$ cat src/rtl/flash_cmd_pkg.sv
package flash_cmd_pkg;

    typedef enum logic [2:0] {
        ST_IDLE,
        ST_ESET,
        ST_PSET,
        ST_LSET,
        ST_ERUN,
        ST_PRUN
    } fc_state_e;

    typedef enum logic [1:0] {
        RM_ARRAY,
        RM_STATUS,
        RM_IDENT
    } fc_rmode_e;

    // sticky error flags
    typedef struct packed {
        logic ers;
        logic prg;
        logic vpp;
        logic prot;
    } fc_err_t;

    localparam logic [7:0] OP_READ    = 8'hFF;
    localparam logic [7:0] OP_STATUS  = 8'h70;
    localparam logic [7:0] OP_CLEAR   = 8'h50;
    localparam logic [7:0] OP_IDENT   = 8'h90;
    localparam logic [7:0] OP_ERASE   = 8'h20;
    localparam logic [7:0] OP_PROG    = 8'h40;
    localparam logic [7:0] OP_LOCK    = 8'h60;
    localparam logic [7:0] OP_CONFIRM = 8'hD0;
    localparam logic [7:0] OP_SUSPEND = 8'hB0;
    localparam logic [7:0] OP_LOCKSET = 8'h01;

endpackage

$ cat src/rtl/fc_lock_bank.sv
module fc_lock_bank #(
    parameter int BLK_W = 4
) (
    input  logic             clk,
    input  logic             rst_n,
    input  logic             set_en,
    input  logic             clr_all,
    input  logic [BLK_W-1:0] wr_blk,
    input  logic [BLK_W-1:0] id_blk,
    output logic             wr_locked,
    output logic             id_locked
);
    localparam int NBLK = 1 << BLK_W;

    logic [NBLK-1:0] lock_w;

    for (genvar b = 0; b < NBLK; b++) begin : g_blk
        logic bit_q;
        always_ff @(posedge clk or negedge rst_n) begin
            if (!rst_n)
                bit_q <= 1'b0;
            else if (clr_all)
                bit_q <= 1'b0;
            else if (set_en && wr_blk == BLK_W'(b))
                bit_q <= 1'b1;
        end
        assign lock_w[b] = bit_q;
    end

    assign wr_locked = lock_w[wr_blk];
    assign id_locked = lock_w[id_blk];
endmodule

$ cat src/rtl/fc_read_mux.sv
module fc_read_mux
    import flash_cmd_pkg::*;
#(
    parameter logic [7:0] MFG_ID = 8'h5A,
    parameter logic [7:0] DEV_ID = 8'hA6
) (
    input  fc_rmode_e  rmode,
    input  logic [7:0] status,
    input  logic [7:0] arr_data,
    input  logic [1:0] id_sel,
    input  logic       id_locked,
    output logic [7:0] dout
);
    logic [7:0] id_byte;

    always_comb begin
        case (id_sel)
            2'd0:    id_byte = MFG_ID;
            2'd1:    id_byte = DEV_ID;
            2'd2:    id_byte = {7'd0, id_locked};
            default: id_byte = 8'h00;
        endcase
    end

    always_comb begin
        case (rmode)
            RM_STATUS: dout = status;
            RM_IDENT:  dout = id_byte;
            default:   dout = arr_data;
        endcase
    end
endmodule

$ cat src/rtl/flash_cmd_ctrl.sv
module flash_cmd_ctrl
    import flash_cmd_pkg::*;
#(
    parameter int         ADDR_W    = 20,
    parameter int         BLK_W     = 4,
    parameter int         ERASE_CYC = 2000,
    parameter int         PROG_CYC  = 16,
    parameter logic [7:0] MFG_ID    = 8'h5A,
    parameter logic [7:0] DEV_ID    = 8'hA6
) (
    input  logic              clk,
    input  logic              rst_n,
    input  logic              wr_en,
    input  logic [ADDR_W-1:0] wr_addr,
    input  logic [7:0]        wr_data,
    input  logic              vpp_ok,
    input  logic [ADDR_W-1:0] rd_addr,
    output logic [7:0]        rd_data,
    output logic              ready,
    output logic [ADDR_W-1:0] mem_addr,
    input  logic [7:0]        arr_data,
    output logic              mem_we,
    output logic [7:0]        mem_wdata,
    output logic              mem_erase
);
    localparam int ECW = $clog2(ERASE_CYC + 1);
    localparam int PCW = $clog2(PROG_CYC + 1);

    typedef struct packed {
        fc_state_e         st;
        fc_rmode_e         rmode;
        logic              esusp;
        logic              psusp;
        fc_err_t           err;
        logic [ADDR_W-1:0] e_addr;
        logic [ADDR_W-1:0] p_addr;
        logic [7:0]        p_data;
        logic [ECW-1:0]    e_cnt;
        logic [PCW-1:0]    p_cnt;
    } ctl_t;

    ctl_t r_d, r_q;
    logic lock_set, lock_clr, wr_locked, id_locked;
    logic esusp_w, psusp_w;
    logic [3:0] sticky_w;
    logic [7:0] status;
    logic [BLK_W-1:0] wr_blk;

    assign wr_blk = wr_addr[ADDR_W-1 -: BLK_W];

    always_comb begin
        r_d      = r_q;
        lock_set = 1'b0;
        lock_clr = 1'b0;
        case (r_q.st)
            ST_IDLE: if (wr_en) begin
                case (wr_data)
                    OP_READ:   r_d.rmode = RM_ARRAY;
                    OP_STATUS: r_d.rmode = RM_STATUS;
                    OP_IDENT:  r_d.rmode = RM_IDENT;
                    OP_CLEAR:  r_d.err   = '0;
                    OP_ERASE: if (!r_q.esusp && !r_q.psusp) begin
                        r_d.st    = ST_ESET;
                        r_d.rmode = RM_STATUS;
                    end
                    OP_LOCK: if (!r_q.esusp && !r_q.psusp) begin
                        r_d.st    = ST_LSET;
                        r_d.rmode = RM_STATUS;
                    end
                    OP_PROG: if (!r_q.psusp) begin
                        r_d.st    = ST_PSET;
                        r_d.rmode = RM_STATUS;
                    end
                    OP_CONFIRM: begin
                        if (r_q.psusp) begin
                            r_d.psusp = 1'b0;
                            r_d.st    = ST_PRUN;
                            r_d.rmode = RM_STATUS;
                        end else if (r_q.esusp) begin
                            r_d.esusp = 1'b0;
                            r_d.st    = ST_ERUN;
                            r_d.rmode = RM_STATUS;
                        end
                    end
                    default: ;
                endcase
            end
            ST_ESET: if (wr_en) begin
                r_d.st = ST_IDLE;
                if (wr_data != OP_CONFIRM) begin
                    r_d.err.ers = 1'b1;
                    r_d.err.prg = 1'b1;
                end else if (wr_locked) begin
                    r_d.err.prot = 1'b1;
                end else if (!vpp_ok) begin
                    r_d.err.vpp = 1'b1;
                end else begin
                    r_d.e_addr = wr_addr;
                    r_d.e_cnt  = ECW'(ERASE_CYC);
                    r_d.st     = ST_ERUN;
                end
            end
            ST_PSET: if (wr_en) begin
                r_d.st = ST_IDLE;
                if (r_q.esusp && wr_blk == r_q.e_addr[ADDR_W-1 -: BLK_W]) begin
                    r_d.err.ers = 1'b1;
                    r_d.err.prg = 1'b1;
                end else if (wr_locked) begin
                    r_d.err.prot = 1'b1;
                end else if (!vpp_ok) begin
                    r_d.err.vpp = 1'b1;
                end else begin
                    r_d.p_addr = wr_addr;
                    r_d.p_data = wr_data;
                    r_d.p_cnt  = PCW'(PROG_CYC);
                    r_d.st     = ST_PRUN;
                end
            end
            ST_LSET: if (wr_en) begin
                r_d.st = ST_IDLE;
                if (wr_data == OP_LOCKSET) begin
                    lock_set = 1'b1;
                end else if (wr_data == OP_CONFIRM) begin
                    lock_clr = 1'b1;
                end else begin
                    r_d.err.ers = 1'b1;
                    r_d.err.prg = 1'b1;
                end
            end
            ST_ERUN: begin
                if (r_q.e_cnt == ECW'(1)) begin
                    r_d.st = ST_IDLE;
                end else begin
                    r_d.e_cnt = r_q.e_cnt - 1'b1;
                    if (wr_en && wr_data == OP_SUSPEND) begin
                        r_d.esusp = 1'b1;
                        r_d.st    = ST_IDLE;
                    end
                end
            end
            ST_PRUN: begin
                if (r_q.p_cnt == PCW'(1)) begin
                    r_d.st = ST_IDLE;
                end else begin
                    r_d.p_cnt = r_q.p_cnt - 1'b1;
                    if (wr_en && wr_data == OP_SUSPEND) begin
                        r_d.psusp = 1'b1;
                        r_d.st    = ST_IDLE;
                    end
                end
            end
            default: r_d.st = ST_IDLE;
        endcase
    end

    always_ff @(posedge clk or negedge rst_n) begin
        if (!rst_n) begin
            r_q       <= '0;
            r_q.st    <= ST_IDLE;
            r_q.rmode <= RM_ARRAY;
        end else begin
            r_q <= r_d;
        end
    end

    assign ready     = (r_q.st != ST_ERUN) && (r_q.st != ST_PRUN);
    assign mem_erase = (r_q.st == ST_ERUN) && (r_q.e_cnt == ECW'(1));
    assign mem_we    = (r_q.st == ST_PRUN) && (r_q.p_cnt == PCW'(1));
    assign mem_wdata = r_q.p_data & arr_data;
    assign mem_addr  = (r_q.st == ST_ERUN) ? r_q.e_addr :
                       (r_q.st == ST_PRUN) ? r_q.p_addr : rd_addr;

    assign esusp_w  = r_q.esusp;
    assign psusp_w  = r_q.psusp;
    assign sticky_w = r_q.err;
    assign status   = {ready, esusp_w, sticky_w[3], sticky_w[2],
                       sticky_w[1], psusp_w, sticky_w[0], 1'b0};

    fc_lock_bank #(.BLK_W(BLK_W)) u_locks (
        .clk      (clk),
        .rst_n    (rst_n),
        .set_en   (lock_set),
        .clr_all  (lock_clr),
        .wr_blk   (wr_blk),
        .id_blk   (rd_addr[ADDR_W-1 -: BLK_W]),
        .wr_locked(wr_locked),
        .id_locked(id_locked)
    );

    fc_read_mux #(.MFG_ID(MFG_ID), .DEV_ID(DEV_ID)) u_rmux (
        .rmode    (r_q.rmode),
        .status   (status),
        .arr_data (arr_data),
        .id_sel   (rd_addr[1:0]),
        .id_locked(id_locked),
        .dout     (rd_data)
    );
endmodule

$ cat config.mk
export PLATFORM = sky130hd
export DESIGN_NAME = flash_cmd_ctrl
export DESIGN_NICKNAME = d
export VERILOG_FILES = /design/src/rtl/flash_cmd_pkg.sv /design/src/rtl/fc_lock_bank.sv /design/src/rtl/fc_read_mux.sv /design/src/rtl/flash_cmd_ctrl.sv
export SDC_FILE = /design/constraint.sdc
export NUM_CORES = 1
export LEC_CHECK = 0
export ABC_AREA = 1
export BUFFER_PORTS_ARGS = -buffer_cell sky130_fd_sc_hd__buf_2
export CAP_MARGIN = 0
export CORE_MARGIN = 5
export CORE_UTILIZATION = 30
export CTS_CLUSTER_DIAMETER = 100
export DETAILED_ROUTE_END_ITERATION = 10
export PLACE_DENSITY_LB_ADDON = 0.2
export RECOVER_POWER = 50
export SKIP_LAST_GASP = 1
export SLEW_MARGIN = 20
export SYNTH_ARGS = -nofsm -noshare
export SYNTH_HDL_FRONTEND = slang
export SYNTH_SLANG_ARGS = --single-unit
$ cat constraint.sdc
create_clock -name clk -period 1.6 [get_ports clk]
set_clock_uncertainty 0.15 [all_clocks]
set_input_delay 0.24 -clock clk [delete_from_list [all_inputs] [get_ports clk]]
set_output_delay 0.24 -clock clk [all_outputs]
set_load 0.05 [all_outputs]
Word-level counts from Yosys, hierarchy flattened --
Index checks and enable logic that the tools add are counted.
Operators by class: bitwise logic cells 4, reductions and logical operators 60, $lt $le $gt $ge 2, add/subtract/negate cells 2, equality and inequality tests 70, multiplexer cells 104
Operator list (count):
- two-way mux 20 bit | 4
- two-way mux 11 bit | 6
- two-way mux 1 bit | 48
- inequality test 2 bit (second input constant) | 23
- two-way mux 5 bit | 9
- nonzero test 2 bit | 20
- two-way mux 3 bit | 12
- == test 4 bit (second input constant) | 8
- == test 8 x 7 -> 1 bit (second input constant) | 4
- == test 8 bit (second input constant) | 4
- two-way mux 24 bit | 1
- one-hot mux 8 bit (3 select lines) | 1
- logical AND 1 bit | 22
- two-way mux 22 bit | 1
- one-hot mux 11 bit (2 select lines) | 1
- inequality test 3 bit (second input constant) | 6
- one-hot mux 3 bit (6 select lines) | 1
- AND reduction 6 bit | 3
- == test 4 x 3 -> 1 bit (second input constant) | 4
- one-hot mux 8 bit (2 select lines) | 1
- AND reduction 5 bit | 3
- two-way mux 2 bit | 7
- one-hot mux 2 bit (7 select lines) | 1
- AND reduction 7 bit | 2
- 38 further kinds | 50
Storage, ports and cells: flip-flop bits (word level) 91, bits of input ports 60, word-level logic and storage cells 271

Logic depth before layout (Yosys ltp) --
Gate-level depths: netlist (run 1).
word-level depth 7, depth in mapped cells 15, gate-level depth less buffers 13

By module --
Synthesis (run 1) repeated with hierarchy kept, for this count alone.
Second synthesis, totals: cells, all modules 830, area, all modules 5626.6 sq um
Modules (own cells, without submodules):
- flash_cmd_ctrl | cells each 628, instances 1, area an instance 4409.2 sq um
- fc_lock_bank | cells each 162, instances 1, area an instance 1023.5 sq um
- fc_read_mux | cells each 40, instances 1, area an instance 193.9 sq um

Least setup slack after synthesis (run 1) --
Ideal clock, no wire load.
kind flip-flop to output port, start point register r_q[70] (netlist name), end point output port rd_data[0], stages on the path, launching flop included 8, path slack -0.989 ns, data required time 1.210 ns, data arrival time 2.199 ns, path buffers 0, path through dfrtp_1 > inv_1 > ha_1 > clkinv_1 > nand2_1 > nor3_1 > nand2_1 > o21ai_0
Between the ends: word-level cells in the longest chain between the ends 2, elaborated cells between the ends (all ways) 3, classes of those cells 2 x eq/ne; 1 x mux
RTL lines:
- == test 2 bit or == test 2 x 1 -> 1 bit (tied branches) | line fc_read_mux.sv:26 | case (rmode)
- one-hot mux 8 bit (2 select lines) * | line fc_read_mux.sv:26
- to (decl) | line flash_cmd_ctrl.sv:18 | output logic [7:0] rd_data,
Mark *: on every way between the ends. The rest lies on a longest branch, timed or not.

Worst setup path in the final report (run 1) --
start point register r_q[74] (netlist bit), end point output port mem_addr[13]
Between the ends: word-level cells in the longest chain between the ends 3, elaborated cells between the ends (all ways) 4, classes of those cells 2 x eq/ne; 2 x mux
RTL lines:
- from (decl) | line flash_cmd_ctrl.sv:42 | ctl_t r_d, r_q;
- from (signal assigned) | line flash_cmd_ctrl.sv:162 | r_q <= r_d;
- == test 3 bit | line flash_cmd_ctrl.sv:171 | (r_q.st == ST_PRUN) ? r_q.p_addr : rd_addr;
- two-way mux 20 bit | line flash_cmd_ctrl.sv:171
- two-way mux 20 bit * | line flash_cmd_ctrl.sv:170 | assign mem_addr = (r_q.st == ST_ERUN) ? r_q.e_addr :
- to (decl) | line flash_cmd_ctrl.sv:20 | output logic [ADDR_W-1:0] mem_addr,
Marks and branches as above.

==> results of run 1 <==
cells in the final DEF, fill, tap and decap left out, types with 3 or more instances in the layout:
master / Yosys / final
a21oi_1: 47 / 21
a21oi_2: 0 / 17
a21oi_4: 0 / 9
buf_12: 0 / 14
buf_16: 0 / 6
buf_2: 10 / 66
buf_4: 5 / 156
buf_6: 5 / 37
clkbuf_16: 0 / 11
clkinvlp_4: 0 / 3
dfrtp_1: 90 / 89
dlygate4sd3_1: 0 / 19
ha_1: 6 / 3
ha_4: 0 / 3
inv_1: 103 / 94
inv_2: 7 / 11
inv_8: 0 / 3
nand2_1: 265 / 239
nand2_2: 5 / 16
nand2_4: 1 / 16
nand3_1: 83 / 69
nand3_2: 5 / 17
nand4_1: 6 / 6
nor2_1: 50 / 33
nor2_2: 1 / 5
nor2_4: 3 / 16
nor3_1: 11 / 10
o211ai_1: 14 / 14
o21ai_0: 20 / 13
o21ai_1: 22 / 24
o21ai_2: 0 / 5
o221ai_2: 0 / 5
xnor2_1: 4 / 4
routing by layer:
| metal | share of wire, % | wire (µm) | vias to the layer above | GRT usage, % |
|---|---|---|---|---|
| li1 | - | - | 3130 | - |
| met1 | 48 | 9263 | 2809 | 25.27 |
| met2 | 47 | 9003 | 134 | 29.52 |
| met3 | 3.3 | 637 | 17 | 2.169 |
| met4 | 1.5 | 293 | 0 | 6.021 |
| met5 | 0 | 0 | - | 0 |
cell type report:
type	count	share of cell area, %
timing repair buffer	307	29.08
clock inverter	6	0.5224
tap	229	3.067
multi-input combinational	565	35.90
sequential	90	24.12
inverter	112	4.862
clock buffer	10	2.451
path summary, 6_finish.rpt:
path,start,to,slack [ps],cells after the start
max,r_q[74],mem_addr[13],-510,6
min,wr_data[5],r_q[21],30,3
max reg2reg,r_q[74],r_q[4],-370,10
min reg2reg,r_q[25],r_q[25],330,2
max in group asynchronous,rst_n,r_q[22],190,3
min in group asynchronous,rst_n,r_q[58],270,2
worst max-delay path, stage by stage (launching register included):
cell      delay [ps]
dfrtp_1          400
inv_4             60
buf_6            120
nor2_4           170
inv_8            110
o211ai_1         260
buf_4            250
repair_timing:
item                                    CTS  global route
buffers inserted                         41             7
gates cloned                              9             2
hold endpoints to repair                124             0
hold buffers                             19             0
gates resized for setup                 171            56
pin swaps                                31            18
endpoints found under the setup margin  121           121
cells by family after synthesis:
group | Yosys count | synth area share (%)
AND/OR/NAND/NOR | 440 | 34.78
buffers and inverters | 140 | 10.95
AO/OA/AOI/OAI | 113 | 11.40
flip-flops | 90 | 40.57
XOR/XNOR | 6 | 0.9466
adder cells (fa/ha/maj) | 6 | 1.352
through the flow:
step,setup TNS [ps],hold WS [ps],util (%),power [µW],setup slack [ps]
after floorplan,-16040,-205.6,-,4689,-621.0
after global placement,-29290,17.68,41.59,5772,-307.3
after detailed placement,-29730,10.99,41.59,5787,-311.1
after CTS,-33070,17.21,50.38,8677,-479.0
after global routing,-47240,63.03,51.65,9129,-563.7
final,-34590,32.95,51.65,8678,-505.8
power groups by stage:
stage	combinational (µW)	clock (µW)	sequential, µW
6_report	4060	2080	2540
5_1_grt	4360	2210	2560
4_1_cts	4000	2150	2540
3_5_place_dp	3230	0	2560
3_3_place_gp	3210	0	2560
2_1_floorplan	2140	0	2550
sequential cells by signal (all words and copies together), names as in the netlist:
register	cells
r_q	72
u_locks.g_blk.bit_q	16
esusp_w	1
psusp_w	1
==> qor.yml, run 1 <==
sta:
  fin_ws_ps: -505.8
  tightestPinTransition_ps: 600.0
  hold_viol_final: 0
  finalCriticalPeriod_ps: 2106
  max_freq_mhz: 474.9
  finalMaxSlewViolations: 0
  setup_viol: 121
  rsz0062_at_grt: "yes"
  layout_worst_path_cycle_share_pct: 131.6
  max_slew_margin_pct: 60.00
setup_path:
  required_ps: 1210
  critPathCaptureType: "primary output"
  worstSetupPathType: "reg2out"
  worstPathArrival_ps: 1720
  crit_path_max_fanout: 22
  cp-start-kind: "register"
final_layout:
  regArea_um2: 2253
  final_cell_area_um2: 9341
  drive_gt1_share_pct: 40.92
  n_fill_cell: 1727
  diodes: 0
  final_nets: 1151
  final_cell_count_no_fill: 1319
  synthToLayoutAreaGrowth_pct: 68.27
  multi_input_area_um2: 3353
global_route:
  overflow: 0
  grt_pass1_wl_mm: 31.86
  grt_max_degree: 39
  antenna_found_initial: 0
  grt_pass1_vias: 6301
  grt_usage_pct: 18.16
pwr:
  ir_drop_mv: 0.5037
  p_sw_share_pct: 40.17
  p_leak_uw: 0.004892
  p_clk_share_pct: 23.9
  p_sw_uw: 3486
  combPwrFrac_pct: 46.8
  p_int_uw: 5193
  seqPwrFrac_pct: 29.2
  power.density_nw_per_um2: 929.0
die:
  die_x_um: 146.0
  core_um2: 18090
  die_h_um: 146.0
  initial_core_util_pct: 30.70
  ioPinCount: 99
  dieArea_um2: 21330
  row_count: 49
logic_synthesis:
  synth_top_area_share_pct: 40.57
  synth_edf_count: 0
  synth_warnings: 0
  synth_area_leaders: "dfrtp_1, nand2_1, nand3_1"
  synthArstFlopShare_pct: 100.0
  synthTopCellsByCount: "nand2_1, inv_1, dfrtp_1, nand3_1, nor2_1"
  ys_seq_area_share_pct: 40.57
  yosysUniqueCellTypes: 38
  synth_area_um2: 5552
  syn_inst: 795
  ys.flop_type: "dfrtp_1"
  synth_top_area_cell: "dfrtp_1"
  synth-seq-cells: 90
  avgSynthCellArea_um2: 6.983
  syn_nets: 861
  synth.most_common_cell: "nand2_1"
drt:
  drt_wl_total_mm: 19.20
  postRouteAntennaNets: 0
  drt_drc_violations_left: 0
  num_vias: 6090
  post_drt_via_cell_ratio: 4.617
  dr.pass1.iters: 5
  dr.first_iter.drc_count: 424
  routedWlPerCell_um: 14.55
cts:
  clk_latency_ps: 350
  cts_tree: "done"
  cts_max_level: 3
  cts_made_buffers: 9
  cts_root_buffer: "clkbuf_16"
  clkTransAtPathRegs_ps: 70
  cts.path.max_buffers: 2
  clock-sinks: 90
placement:
  gp_congestion: 0.8633
  postPlaceCellArea_um2: 7522
  io_buffers: 98
  dp_cells: 1235
  hpwlAfterDp_mm: 12.88
hold_path:
  hp-class: "in2reg"
status:
  violations: "negative setup slack"
  status: "finished, violations left"
job:
  drv_cap: 0
Power figures use the tool's default switching activity.
==> inputs of run 2 (changes only) <==
--- a/config.mk
+++ b/config.mk
@@ -12,6 +12,7 @@
 export CORE_UTILIZATION = 30
 export CTS_CLUSTER_DIAMETER = 100
 export DETAILED_ROUTE_END_ITERATION = 10
+export HOLD_SLACK_MARGIN = 0.15
 export PLACE_DENSITY_LB_ADDON = 0.2
 export RECOVER_POWER = 50
 export SKIP_LAST_GASP = 1
==> run 2 against run 1 <==
The flow still finishes with violations (negative setup slack). Clock power about the same. Worst setup slack got worse by 5.7 ps. Power rose by 0.19%. First-iteration DRC count shrank 16%. Fmax decreased by 0.27%. Final area rose by 0.86%. Combinational power hardly changed. Critical path depth is the same. Critical path type unchanged.
==> qor.yml, run 2 (synthesis results as in run 1) <==
setup_path:
  path_buf_inv: 4  # unchanged
  path_cells: "inv_4 > buf_6 > nor2_4 > inv_8 > o211ai_1 > buf_4"
  path_depth: 6  # unchanged
  critPathMaxStageDelay_ps: 410  # about the same
  required_ps: 1210  # about the same
  reg2reg_slack_ps: -370  # about the same
  crit_path_max_fanout: 22  # unchanged
  worstRegToRegCells: 10  # unchanged
  critPathCaptureType: "primary output"
  worstSetupPathType: "reg2out"
  slowest_stage: "dfrtp_1"
  cp-start-kind: "register"
  worstPathArrival_ps: 1720  # about the same
  path_delay_family: "buffers and inverters"
cts:
  clk_latency_ps: 350  # about the same
  clock-sinks: 90  # unchanged
  cts_max_level: 3  # unchanged
  cts_made_buffers: 9  # unchanged
  cts_tree: "done"
  cts.path.max_buffers: 2  # unchanged
  cts_root_buffer: "clkbuf_16"
  clkTransAtPathRegs_ps: 70  # about the same
sta:
  max_slew_margin_pct: 60.03  # about the same
  finalCriticalPeriod_ps: 2112  # +5.744 ps
  hold_viol_final: 0  # unchanged
  finalMaxSlewViolations: 0  # unchanged
  max_freq_mhz: 473.6  # -0.27%
  layout_worst_path_cycle_share_pct: 132.0  # +0.36 points
  setup_viol: 121  # unchanged
  setup_tns_ps: -34900  # -312.5 ps
  tightestPinTransition_ps: 599.5  # -0.5485 ps
  fin_ws_ps: -511.5  # -5.744 ps
  rsz0062_at_grt: "yes"
final_layout:
  final_nets: 1159  # +0.70%
  multi_input_area_um2: 3353  # unchanged
  largest_reg_flops: 72  # unchanged
  drive_gt1_share_pct: 40.62  # -0.30 points
  top_register: "r_q"
  diodes: 0  # unchanged
  synthToLayoutAreaGrowth_pct: 69.71
  regArea_um2: 2253  # unchanged
  layout_commonest_cell: "nand2_1"
  final_cell_count_no_fill: 1327  # +0.61%
  n_fill_cell: 1728  # +0.058%
  final_cell_mix: "nand2_1, buf_4, inv_1, dfrtp_1, nand3_1"
  reg_top3: "r_q: 72 flops, u_locks.g_blk.bit_q: 16 flops"
  final_cell_area_um2: 9422  # +0.86%
global_route:
  grt_pass1_wl_mm: 32.14  # +0.89%
  antenna_found_initial: 0  # unchanged
  grt_pass1_vias: 6351  # +0.79%
  grt_usage_pct: 18.31  # +0.15 points
  grt_max_degree: 39  # unchanged
  overflow: 0  # unchanged
placement:
  postPlaceCellArea_um2: 7522  # unchanged
  hpwlAfterDp_mm: 12.88  # unchanged
  io_buffers: 98  # unchanged
  dp_cells: 1235  # unchanged
  gp_congestion: 0.8633  # unchanged
die:
  row_count: 49  # unchanged
  die_x_um: 146.0  # unchanged
  dieArea_um2: 21330  # unchanged
  initial_core_util_pct: 30.70  # unchanged
  ioPinCount: 99  # unchanged
  core_um2: 18090  # unchanged
  die_h_um: 146.0  # unchanged
pwr:
  p_clk_share_pct: 23.9  # about the same
  p_leak_uw: 0.004925  # +0.68%
  p_sw_uw: 3490  # +0.12%
  p_int_uw: 5206  # +0.25%
  power.density_nw_per_um2: 922.9  # -0.66%
  combPwrFrac_pct: 46.9  # about the same
  ir_drop_mv: 0.5060  # +0.46%
  seqPwrFrac_pct: 29.2  # about the same
  p_sw_share_pct: 40.13  # about the same
hold_path:
  hold_depth: 4  # +1
  hp-class: "in2reg"
drt:
  drt_drc_violations_left: 0  # unchanged
  routedWlPerCell_um: 14.54  # about the same
  num_vias: 6118  # +0.46%
  post_drt_via_cell_ratio: 4.610  # -0.15%
  drt_wl_total_mm: 19.30  # +0.53%
  postRouteAntennaNets: 0  # unchanged
  dr.first_iter.drc_count: 355  # -16%
  dr.pass1.iters: 5  # unchanged
status:
  status: "finished, violations left"
  violations: "negative setup slack"
job:
  drv_cap: 0  # unchanged
==> run 2: per-stage QoR <==
stage	hold WS, ps	util, %	setup WS, ps	total power [µW]
6_report	179.2	52.09	-511.5	8695
3_3_place_gp	17.68	41.59	-307.3	5772
4_1_cts	162.9	50.82	-479.0	8694
2_1_floorplan	-205.6	-	-621.0	4689
3_5_place_dp	10.99	41.59	-311.1	5787
5_1_grt	213.1	52.09	-563.7	9148
==> run 2: worst paths after layout <==
check / start / end
max: r_q[74] / mem_addr[13]
min: wr_addr[17] / r_q[61]
min reg2reg: r_q[25] / r_q[25]
min in group asynchronous: rst_n / r_q[58]
max in group asynchronous: rst_n / r_q[22]
max reg2reg: r_q[74] / r_q[4]
==> run 2: worst min-delay path, cell delays in order <==
cell and delay [ps]:
buf_2 150, buf_4 160, nand2_1 50, o21ai_1 50
==> run 2: final cells by class <==
type / count / area share (%)
repair buffers: 315 / 29.68
flip-flops and latches: 90 / 23.92
clock buffers: 10 / 2.430
inverters: 112 / 4.821
clock inverters: 6 / 0.5179
well taps: 229 / 3.041
multi-input cells: 565 / 35.59
==> run 2: power by group through the flow <==
| stage | logic [µW] | registers (µW) | clock network (µW) |
|---|---|---|---|
| 6_report | 4080 | 2540 | 2080 |
| 5_1_grt | 4380 | 2560 | 2210 |
| 4_1_cts | 4010 | 2540 | 2150 |
| 3_5_place_dp | 3230 | 2560 | 0 |
| 3_3_place_gp | 3210 | 2560 | 0 |
| 2_1_floorplan | 2140 | 2550 | 0 |
==> run 2: layer usage <==
layer  GRT usage [%]  share of wire [%]
met1           25.35                 48
met2           29.84                 47
met3           2.231                3.7
met4           6.162                1.5
met5               0                  0
==> run 2: what timing repair did <==
item,in CTS,in global routing
buffers inserted,41,7
pin swaps,31,18
endpoints found under the hold margin,132,0
endpoints found under the setup margin,121,121
gates cloned,9,2
hold buffers,27,0
resized for setup,171,56
